==> src/rtl/regredir_pkg.sv <==
package regredir_pkg;
  localparam int REG_AW  = 5;
  localparam int NREG    = 1 << REG_AW;
  localparam int RIDX_W  = 7;
  localparam int WID_W   = 2;
  localparam int ENT_W   = 16;
  localparam int CPT_SHIFT = RIDX_W - REG_AW;

  typedef struct packed {
    logic              vec;
    logic [RIDX_W-1:0] ridx;
    logic [WID_W-1:0]  wid;
  } slot_t;

  typedef struct packed {
    logic [REG_AW-1:0] key;
    logic              is_int;
    slot_t             body;
  } entry_t;

  function automatic entry_t unpack_full(input logic [ENT_W-1:0] raw);
    entry_t e;
    e.key       = raw[4:0];
    e.body.wid  = raw[6:5];
    e.is_int    = raw[7];
    e.body.ridx = raw[14:8];
    e.body.vec  = raw[15];
    return e;
  endfunction

  function automatic entry_t unpack_compact(input logic [7:0] raw);
    entry_t e;
    e.key       = raw[4:0];
    e.body.wid  = raw[6:5];
    e.is_int    = raw[7];
    e.body.ridx = {raw[4:0], {CPT_SHIFT{1'b0}}};
    e.body.vec  = 1'b1;
    return e;
  endfunction
endpackage

==> src/rtl/regredir_expand.sv <==
module regredir_expand
  import regredir_pkg::*;
(
  input  logic [ENT_W-1:0] raw,
  input  logic             compact,
  output entry_t           ent
);
  entry_t full_e;
  entry_t cpt_e;

  always_comb begin
    full_e = unpack_full(raw);
    cpt_e  = unpack_compact(raw[7:0]);
    ent    = compact ? cpt_e : full_e;
  end
endmodule

==> src/rtl/regredir_bank.sv <==
module regredir_bank
  import regredir_pkg::*;
(
  input  logic              clk,
  input  logic              rst_n,
  input  logic              clr,
  input  logic              wr_en,
  input  logic [REG_AW-1:0] wr_key,
  input  slot_t             wr_body,
  input  logic [REG_AW-1:0] rd_key,
  output slot_t             rd_body,
  output logic              rd_en
);
  slot_t            body_q [NREG];
  logic [NREG-1:0]  en_q;

  for (genvar s = 0; s < NREG; s++) begin : g_slot
    logic hit_w;
    assign hit_w = wr_en && (wr_key == REG_AW'(s));

    always_ff @(posedge clk or negedge rst_n) begin
      if (!rst_n) begin
        en_q[s]   <= 1'b0;
        body_q[s] <= '0;
      end else if (clr) begin
        en_q[s]   <= 1'b0;
      end else if (hit_w) begin
        en_q[s]   <= 1'b1;
        body_q[s] <= wr_body;
      end
    end
  end

  always_comb begin
    rd_en   = en_q[rd_key];
    rd_body = body_q[rd_key];
  end
endmodule

==> src/rtl/regredir_lookup.sv <==
module regredir_lookup
  import regredir_pkg::*;
(
  input  logic [REG_AW-1:0] q_reg,
  input  logic              q_is_int,
  input  slot_t             fp_body,
  input  logic              fp_en,
  input  slot_t             int_body,
  input  logic              int_en,
  output logic [RIDX_W-1:0] q_ridx,
  output logic              q_vector,
  output logic [WID_W-1:0]  q_width,
  output logic              q_hit
);
  slot_t sel_body;
  logic  sel_en;

  always_comb begin
    sel_body = q_is_int ? int_body : fp_body;
    sel_en   = q_is_int ? int_en   : fp_en;
    q_hit    = sel_en;
    if (sel_en) begin
      q_ridx   = sel_body.ridx;
      q_vector = sel_body.vec;
      q_width  = sel_body.wid;
    end else begin
      q_ridx   = {{CPT_SHIFT{1'b0}}, q_reg};
      q_vector = 1'b0;
      q_width  = '0;
    end
  end
endmodule

==> src/rtl/regredir_table.sv <==
module regredir_table
  import regredir_pkg::*;
#(
  parameter int MAX_ENTRIES = 4
) (
  input  logic        clk,
  input  logic        rst_n,
  input  logic        tbl_clear,
  input  logic        ent_valid,
  output logic        ent_ready,
  input  logic [15:0] ent_data,
  input  logic        ent_compact,
  input  logic [4:0]  q_reg,
  input  logic        q_is_int,
  output logic [6:0]  q_ridx,
  output logic        q_vector,
  output logic [1:0]  q_width,
  output logic        q_hit
);
  localparam int CNT_W = $clog2(MAX_ENTRIES + 1);
  localparam int NCLS  = 2;

  logic [CNT_W-1:0] taken_q;
  logic             xfer;
  entry_t           ent;

  slot_t            cls_body [NCLS];
  logic [NCLS-1:0]  cls_en;

  assign ent_ready = !tbl_clear && (taken_q < CNT_W'(MAX_ENTRIES));
  assign xfer      = ent_valid && ent_ready;

  always_ff @(posedge clk or negedge rst_n) begin
    if (!rst_n)         taken_q <= '0;
    else if (tbl_clear) taken_q <= '0;
    else if (xfer)      taken_q <= taken_q + 1'b1;
  end

  regredir_expand u_expand (
    .raw     (ent_data),
    .compact (ent_compact),
    .ent     (ent)
  );

  // class 0 = floating point, class 1 = integer
  for (genvar c = 0; c < NCLS; c++) begin : g_cls
    regredir_bank u_bank (
      .clk     (clk),
      .rst_n   (rst_n),
      .clr     (tbl_clear),
      .wr_en   (xfer && (ent.is_int == c[0])),
      .wr_key  (ent.key),
      .wr_body (ent.body),
      .rd_key  (q_reg),
      .rd_body (cls_body[c]),
      .rd_en   (cls_en[c])
    );
  end

  regredir_lookup u_lookup (
    .q_reg    (q_reg),
    .q_is_int (q_is_int),
    .fp_body  (cls_body[0]),
    .fp_en    (cls_en[0]),
    .int_body (cls_body[1]),
    .int_en   (cls_en[1]),
    .q_ridx   (q_ridx),
    .q_vector (q_vector),
    .q_width  (q_width),
    .q_hit    (q_hit)
  );
endmodule

==> config.mk <==
export PLATFORM = sky130hd
export DESIGN_NAME = regredir_table
export DESIGN_NICKNAME = d
export VERILOG_FILES = /design/src/rtl/regredir_pkg.sv /design/src/rtl/regredir_expand.sv /design/src/rtl/regredir_bank.sv /design/src/rtl/regredir_lookup.sv /design/src/rtl/regredir_table.sv
export SDC_FILE = /design/constraint.sdc
export NUM_CORES = 1
export LEC_CHECK = 0
export ABC_AREA = 1
export BUFFER_PORTS_ARGS = -buffer_cell sky130_fd_sc_hd__buf_2
export CAP_MARGIN = 10
export CORE_ASPECT_RATIO = 1.2
export CORE_MARGIN = 2
export CORE_UTILIZATION = 40
export DETAILED_ROUTE_END_ITERATION = 10
export PLACE_DENSITY = 0.51
export RECOVER_POWER = 50
export SKIP_CTS_REPAIR_TIMING = 1
export SLEW_MARGIN = 20
export SYNTH_ARGS = -nofsm -noshare
export SYNTH_HDL_FRONTEND = slang
export SYNTH_SLANG_ARGS = --single-unit
==> constraint.sdc <==
create_clock -name clk -period 3.5 [get_ports clk]
set_clock_uncertainty 0.2 [all_clocks]
set_input_delay 0.175 -clock clk [delete_from_list [all_inputs] [get_ports clk]]
set_output_delay 0.175 -clock clk [all_outputs]
set_load 0.005 [all_outputs]
# Word level (Yosys, flattened, before mapping)
# Cells that the tools add are included.
dict set report classes {
  addsub 1
  magnitude_cmp 3
  eq_ne 31
  muxes 146
  bitwise 3
  reduce_logical 199
}
# cell n
set ops {}
lappend ops {{2-to-1 mux 1 bit} 132}
lappend ops {{nonzero test 2 bit} 65}
lappend ops {{AND reduction 2 bit} 64}
lappend ops {{binary-select mux 10 bit (select 5 bit)} 2}
lappend ops {{equality test 5 bit (second input constant)} 16}
lappend ops {{logical AND 1 bit} 68}
lappend ops {{2-to-1 mux 10 bit} 6}
lappend ops {{equality test 5 x 4 -> 1 bit (second input constant)} 8}
lappend ops {{equality test 5 x 3 -> 1 bit (second input constant)} 4}
lappend ops {{binary-select mux 1 bit (select 5 bit)} 2}
lappend ops {{equality test 5 x 2 -> 1 bit (second input constant)} 2}
lappend ops {{2-to-1 mux 7 bit} 1}
lappend ops {{greater-or-equal comparator 6 bit (second input constant)} 1}
lappend ops {{less-than comparator 5 x 6 -> 1 bit (second input constant)} 1}
lappend ops {{2-to-1 mux 3 bit} 2}
lappend ops {{inverter 5 -> 6 bit} 1}
lappend ops {{equality test 5 x 1 -> 1 bit (second input constant)} 1}
lappend ops {{logical NOT 5 bit} 1}
lappend ops {{adder 3 x 1 -> 3 bit (second input constant)} 1}
lappend ops {{less-than comparator 3 bit (second input constant)} 1}
lappend ops {{2-to-1 mux 2 bit} 1}
lappend ops {{inverter 1 bit} 2}
lappend ops {{logical NOT 1 bit} 1}
dict set report word_totals {
  ff_bits 707
  in_bits 27
  output_inout_bits 12
  wordCells 640
}

# Logic depth before layout (Yosys ltp)
dict set report depth {
  ltp_word 7
  mapped_depth 15
  ltp_nobuf 11
}

# Modules after synthesis
# Synthesis repeated with hierarchy kept, for this count alone.
dict set report hier_totals {
  cells_unflattened 4249
  hier_area_um2 33174.3
}
# mod instances cells_per_inst area_each_um2 seq_area_each_um2
set by_module_without_submodules {}
lappend by_module_without_submodules {regredir_bank 2 2069 16306.9 8808.4}
lappend by_module_without_submodules {regredir_lookup 1 62 251.5 0.0}
lappend by_module_without_submodules {regredir_table 1 19 156.4 75.1}
lappend by_module_without_submodules {regredir_expand 1 30 152.6 0.0}

# Least setup slack after synthesis
# OpenSTA, ideal clock, no wires.
dict set report synth_timing {
  path_kind {reg2reg}
  from {register taken_q[2]}
  to {register g_cls[0].u_bank.body_q[212] (netlist bit)}
  arrival_ps 1586
  setup_slack_ps 1590
  path_stages_with_launch 9
  path_buffers 2
  path_cell_list {dfrtp_1 -> nor2_2 -> nand2_2 -> nor2_4 -> inv_4 -> buf_6 -> buf_6 -> nor2_8 -> mux2_2}
}
dict set report synth_between {
  elab_chain_cells 6
}
# element line
set synth_rtl {}
lappend synth_rtl {{start, declared} regredir_table.sv:23} ;# logic [CNT_W-1:0] taken_q;
lappend synth_rtl {{start signal, assigned} regredir_table.sv:36} ;# else if (xfer) taken_q <= taken_q + 1'b1;
lappend synth_rtl {{less-than comparator 3 bit} regredir_table.sv:30} ;# assign ent_ready = !tbl_clear && (taken_q < CNT_W'(MAX_ENTRIES));
lappend synth_rtl {{logical AND 1 bit} regredir_table.sv:30}
lappend synth_rtl {{via ent_ready} regredir_table.sv:10} ;# output logic ent_ready,
lappend synth_rtl {{logical AND 1 bit} regredir_table.sv:31} ;# assign xfer = ent_valid && ent_ready;
lappend synth_rtl {{logical AND 1 bit} regredir_table.sv:51} ;# .wr_en (xfer && (ent.is_int == c[0])),
lappend synth_rtl {{logical AND 1 bit} regredir_bank.sv:19} ;# assign hit_w = wr_en && (wr_key == REG_AW'(s));
lappend synth_rtl {{AND reduction 2 bit (no line)} n/a}
lappend synth_rtl {{end signal, assigned by index} regredir_bank.sv:29} ;# body_q[s] <= wr_body;
lappend synth_rtl {{end, declared} regredir_bank.sv:14} ;# slot_t body_q [NREG];
# The timed path passes the listed nets, and every way through them passes these cells.
# A chain may end at the register's enable or synchronous reset.

# Final worst setup path
dict set report layout_timing {
  from {register g_cls[1].u_bank.en_q[19]}
  to {output port q_ridx[1]}
}
dict set report layout_between {
  elab_chain_cells 4
}
# element line
set layout_rtl {}
lappend layout_rtl {{start, declared} regredir_bank.sv:15} ;# logic [NREG-1:0] en_q;
lappend layout_rtl {{start signal, assigned by index} regredir_bank.sv:23} ;# en_q[s] <= 1'b0;
lappend layout_rtl {{start signal, assigned by index} regredir_bank.sv:26} ;# en_q[s] <= 1'b0;
lappend layout_rtl {{start signal, assigned by index} regredir_bank.sv:28} ;# en_q[s] <= 1'b1;
lappend layout_rtl {{binary-select mux 1 bit (select 5 bit)} regredir_bank.sv:35} ;# rd_en = en_q[rd_key];
lappend layout_rtl {{2-to-1 mux 1 bit (not written as such)} regredir_bank.sv:35}
lappend layout_rtl {{2-to-1 mux 1 bit} regredir_lookup.sv:20} ;# sel_en = q_is_int ? int_en : fp_en;
lappend layout_rtl {{2-to-1 mux 7 bit} regredir_lookup.sv:22} ;# if (sel_en) begin
lappend layout_rtl {{end, declared} regredir_table.sv:15} ;# output logic [6:0] q_ridx,
# Every way passes these cells. The select of a mux whose other input is x is not followed.

==> results.toml <==
[status]
status = "finished with violations"
violations = "hold timing, capacitance limit, slew limit"

[worst_setup_path]
start_kind = "flop"
end_kind = "output pin"
required_ns = 3.12
reg2reg_to = "g_cls[1].u_bank.en_q[28]"
cp_data_arrival_time_ns = 2.94
crit_path_max_fanout = 11
cp_slowest_cell = "dfrtp_1"
rrSetupSlack_ns = 0.91
path_delay_family = "simple AND/OR/NAND/NOR gates"
crit_type = "reg2out"
cp_common_cell = "nand2_1"
reg2reg_from = "taken_q[2]"
rr_worst_depth = 8
startpoint = "g_cls[1].u_bank.en_q[19]"
worstPathCellList = "nand2_1 > nand3_1 > nand3_1 > nand2_1 > nand2_1 > nand3_1 > nand3_2 > nand2_1 > nand2_1 > nand2_1 > buf_2"
path_buf_inv = 1
cpPeakStageDelay_ns = 0.44

[layout]
nets = 4284
utilization_pct = 45.33
antenna_cells = 0
fill_cells = 8583
drive_gt1_share_pct = 9.474
syn_to_final_growth_pct = 12.64

[die]
io_pins = 39
core_area_um2 = 83020
die_h_um = 320.6
start_util_pct = 40.24
die_w_um = 267.8
num_rows = 116
die-area_um2 = 85870

[clock_network]
htree_levels = 3
clk_pin_slew_worst_paths_ns = 0.06
clockRootBuffer = "clkbuf_16"
clock_sinks = 707
clockBufferDepth = 3
cts_tree = "built"
insertion_delay_ns = 0.64
numCtsBuffers = 80

[synth]
avgSynthCellArea_um2 = 7.741
yosys.area.top_type = "dfrtp_1"
synth-edff-count = 0
ys_ff_latch = 707
yosys.cell_types.count = 27
async_flop_share_pct = 100.0
ys_top_cells_by_area = "dfrtp_1 53%, nand2_1 20%, nand3_1 8.6%"
synth_top_area_share_pct = 52.95
synthCells = 4316
syn_area_um2 = 33410
synthFlopType = "dfrtp_1"
netlist_top_cells_count = "1798 x nand2_1, 707 x dfrtp_1, 573 x nand3_1"
ys_seq_area_share_pct = 52.95
synth.most_common_cell = "nand2_1"
yosysWarnings = 0
syn-num-nets = 4344

[worst_hold_path]
min_path_cells = 5
holdCritPathClass = "in2reg"
hp-start = "ent_data[3]"
whs_endpoint = "g_cls[0].u_bank.en_q[11]"

[sta]
tightest_slew_ns = 2.956
setup_violations = 0
finalHoldViolations = 1
period_share_pct = 94.68
final.min_clock_period_ns = 3.314
fin_ws_ns = 0.1861
rsz0062_at_grt = "false"
setup_tns_ns = 0
holdWs_ns = -0.001147
slew_viol_final = 134
max_freq_mhz = 301.8
relSlewSlack_pct = -97.07

[grt]
grt_max_degree = 81
grt.overflow.total = 0
grt_pass1_vias = 27436
grtUsageTotal_pct = 26.28
grt_pass1_wl_um = 171900
antenna_found_initial = 5

[routing]
drt.antenna.violating_nets = 0
drcViolationCount = 0
vias = 28329
viasPerCell = 5.209
drt-total-wl_um = 110100
drt_iter0_drc = 2311
drt_pass1_iterations = 6
wl_per_cell_um = 20.25

[run]
drv_cap = 2

[power]
p_leak_nw = 17.86
peakVddDrop_uv = 365.5
power-per-cell-area_nw_per_um2 = 532.5

[place]
place_congestion = 0.9006
hpwl_um = 71650
pre_cts_slack_ns = 0.5351
portBuffers = 38
## per-layer routing
layer | global-route usage (%) | vias to the layer above | routed length, um
met2 | 40.22 | 720 | 49640
li1 | - | 13710 | -
met3 | 4.929 | 166 | 6492
met5 | 0 | - | 47
met4 | 9.150 | 8 | 3357
met1 | 37.25 | 13725 | 50580
## area by class of cell
| class | count | area, um^2 | area share [%] |
|---|---|---|---|
| repair buffers | 151 | 1451 | 3.857 |
| clock inverters | 25 | 314.1 | 0.8345 |
| flip-flops and latches | 707 | 17690 | 47.01 |
| well taps | 1121 | 1403 | 3.727 |
| inverters | 208 | 798.3 | 2.121 |
| clock buffers | 118 | 2391 | 6.354 |
| multi-input cells | 3108 | 13580 | 36.09 |
## worst register-to-register path, cell delays in order (launching register included)
cell	delay, ns
dfrtp_1	0.35
nor2_1	0.06
nand2_2	0.11
inv_2	0.07
nand2_2	0.31
buf_4	0.56
nor2_4	0.17
inv_1	0.39
o21ai_0	0.16
## power by group
| part | total [W] | switching [W] | internal, W |
|---|---|---|---|
| Combinational | 0.00220 | 0.00151 | 0.000683 |
| Clock | 0.00876 | 0.00352 | 0.00524 |
| Sequential | 0.00908 | 0.000307 | 0.00878 |
| Total | 0.0200 | 0.00534 | 0.0147 |
## sequential cells by signal, summed over array words and instances, names as in the netlist
register	count
g_cls.u_bank.body_q	640
g_cls.u_bank.en_q	64
taken_q	3
## worst max-delay path by stage
stage	endpoint	slack, ns	cells past startpoint
after floorplan	g_cls[0].u_bank.body_q[212]	1.59	8
after global placement	q_ridx[1]	0.55	13
after detailed placement	q_ridx[1]	0.54	13
after CTS	q_ridx[1]	0.31	11
after global routing	q_ridx[1]	0.16	11
final	q_ridx[1]	0.19	11
## cell families after synthesis
kind of cell	after synthesis	share of synthesized area, %
flip-flops	707	52.95
AND/OR/NAND/NOR	2501	31.21
AO/OA/AOI/OAI	592	8.898
adder cells (fa/ha/maj)	1	0.03744
multiplexers	14	0.4719
buffers and inverters	501	6.430
## cell usage in the layout, fill, tap and decap left out, drive strengths merged
master and count:
a21oi 64, a22o 1, buf 131, bufinv 7, clkbuf 127, clkinv 18, clkinvlp 1, dfrtp 707
dlygate4sd3 11, ha 1, inv 207, mux2 14, nand2 1800, nand3 577, nor2 113, nor3 10
o21ai 522, o22ai 5, or2 1
## metrics by stage
step | total power (W) | hold WS (ns) | area (um^2) | instances
global placement | 0.01139 | 0.1065 | 34850 | 5284
detailed placement | 0.01142 | 0.09442 | 34850 | 5284
finish | 0.02004 | -0.001147 | 37630 | 5438
global route | 0.02091 | 0.008478 | 37630 | 5438
CTS | 0.02023 | -0.5863 | 37560 | 5427
floorplan | 0.01045 | -0.3206 | 33410 | 4316
(Power assumes the default switching activity.)
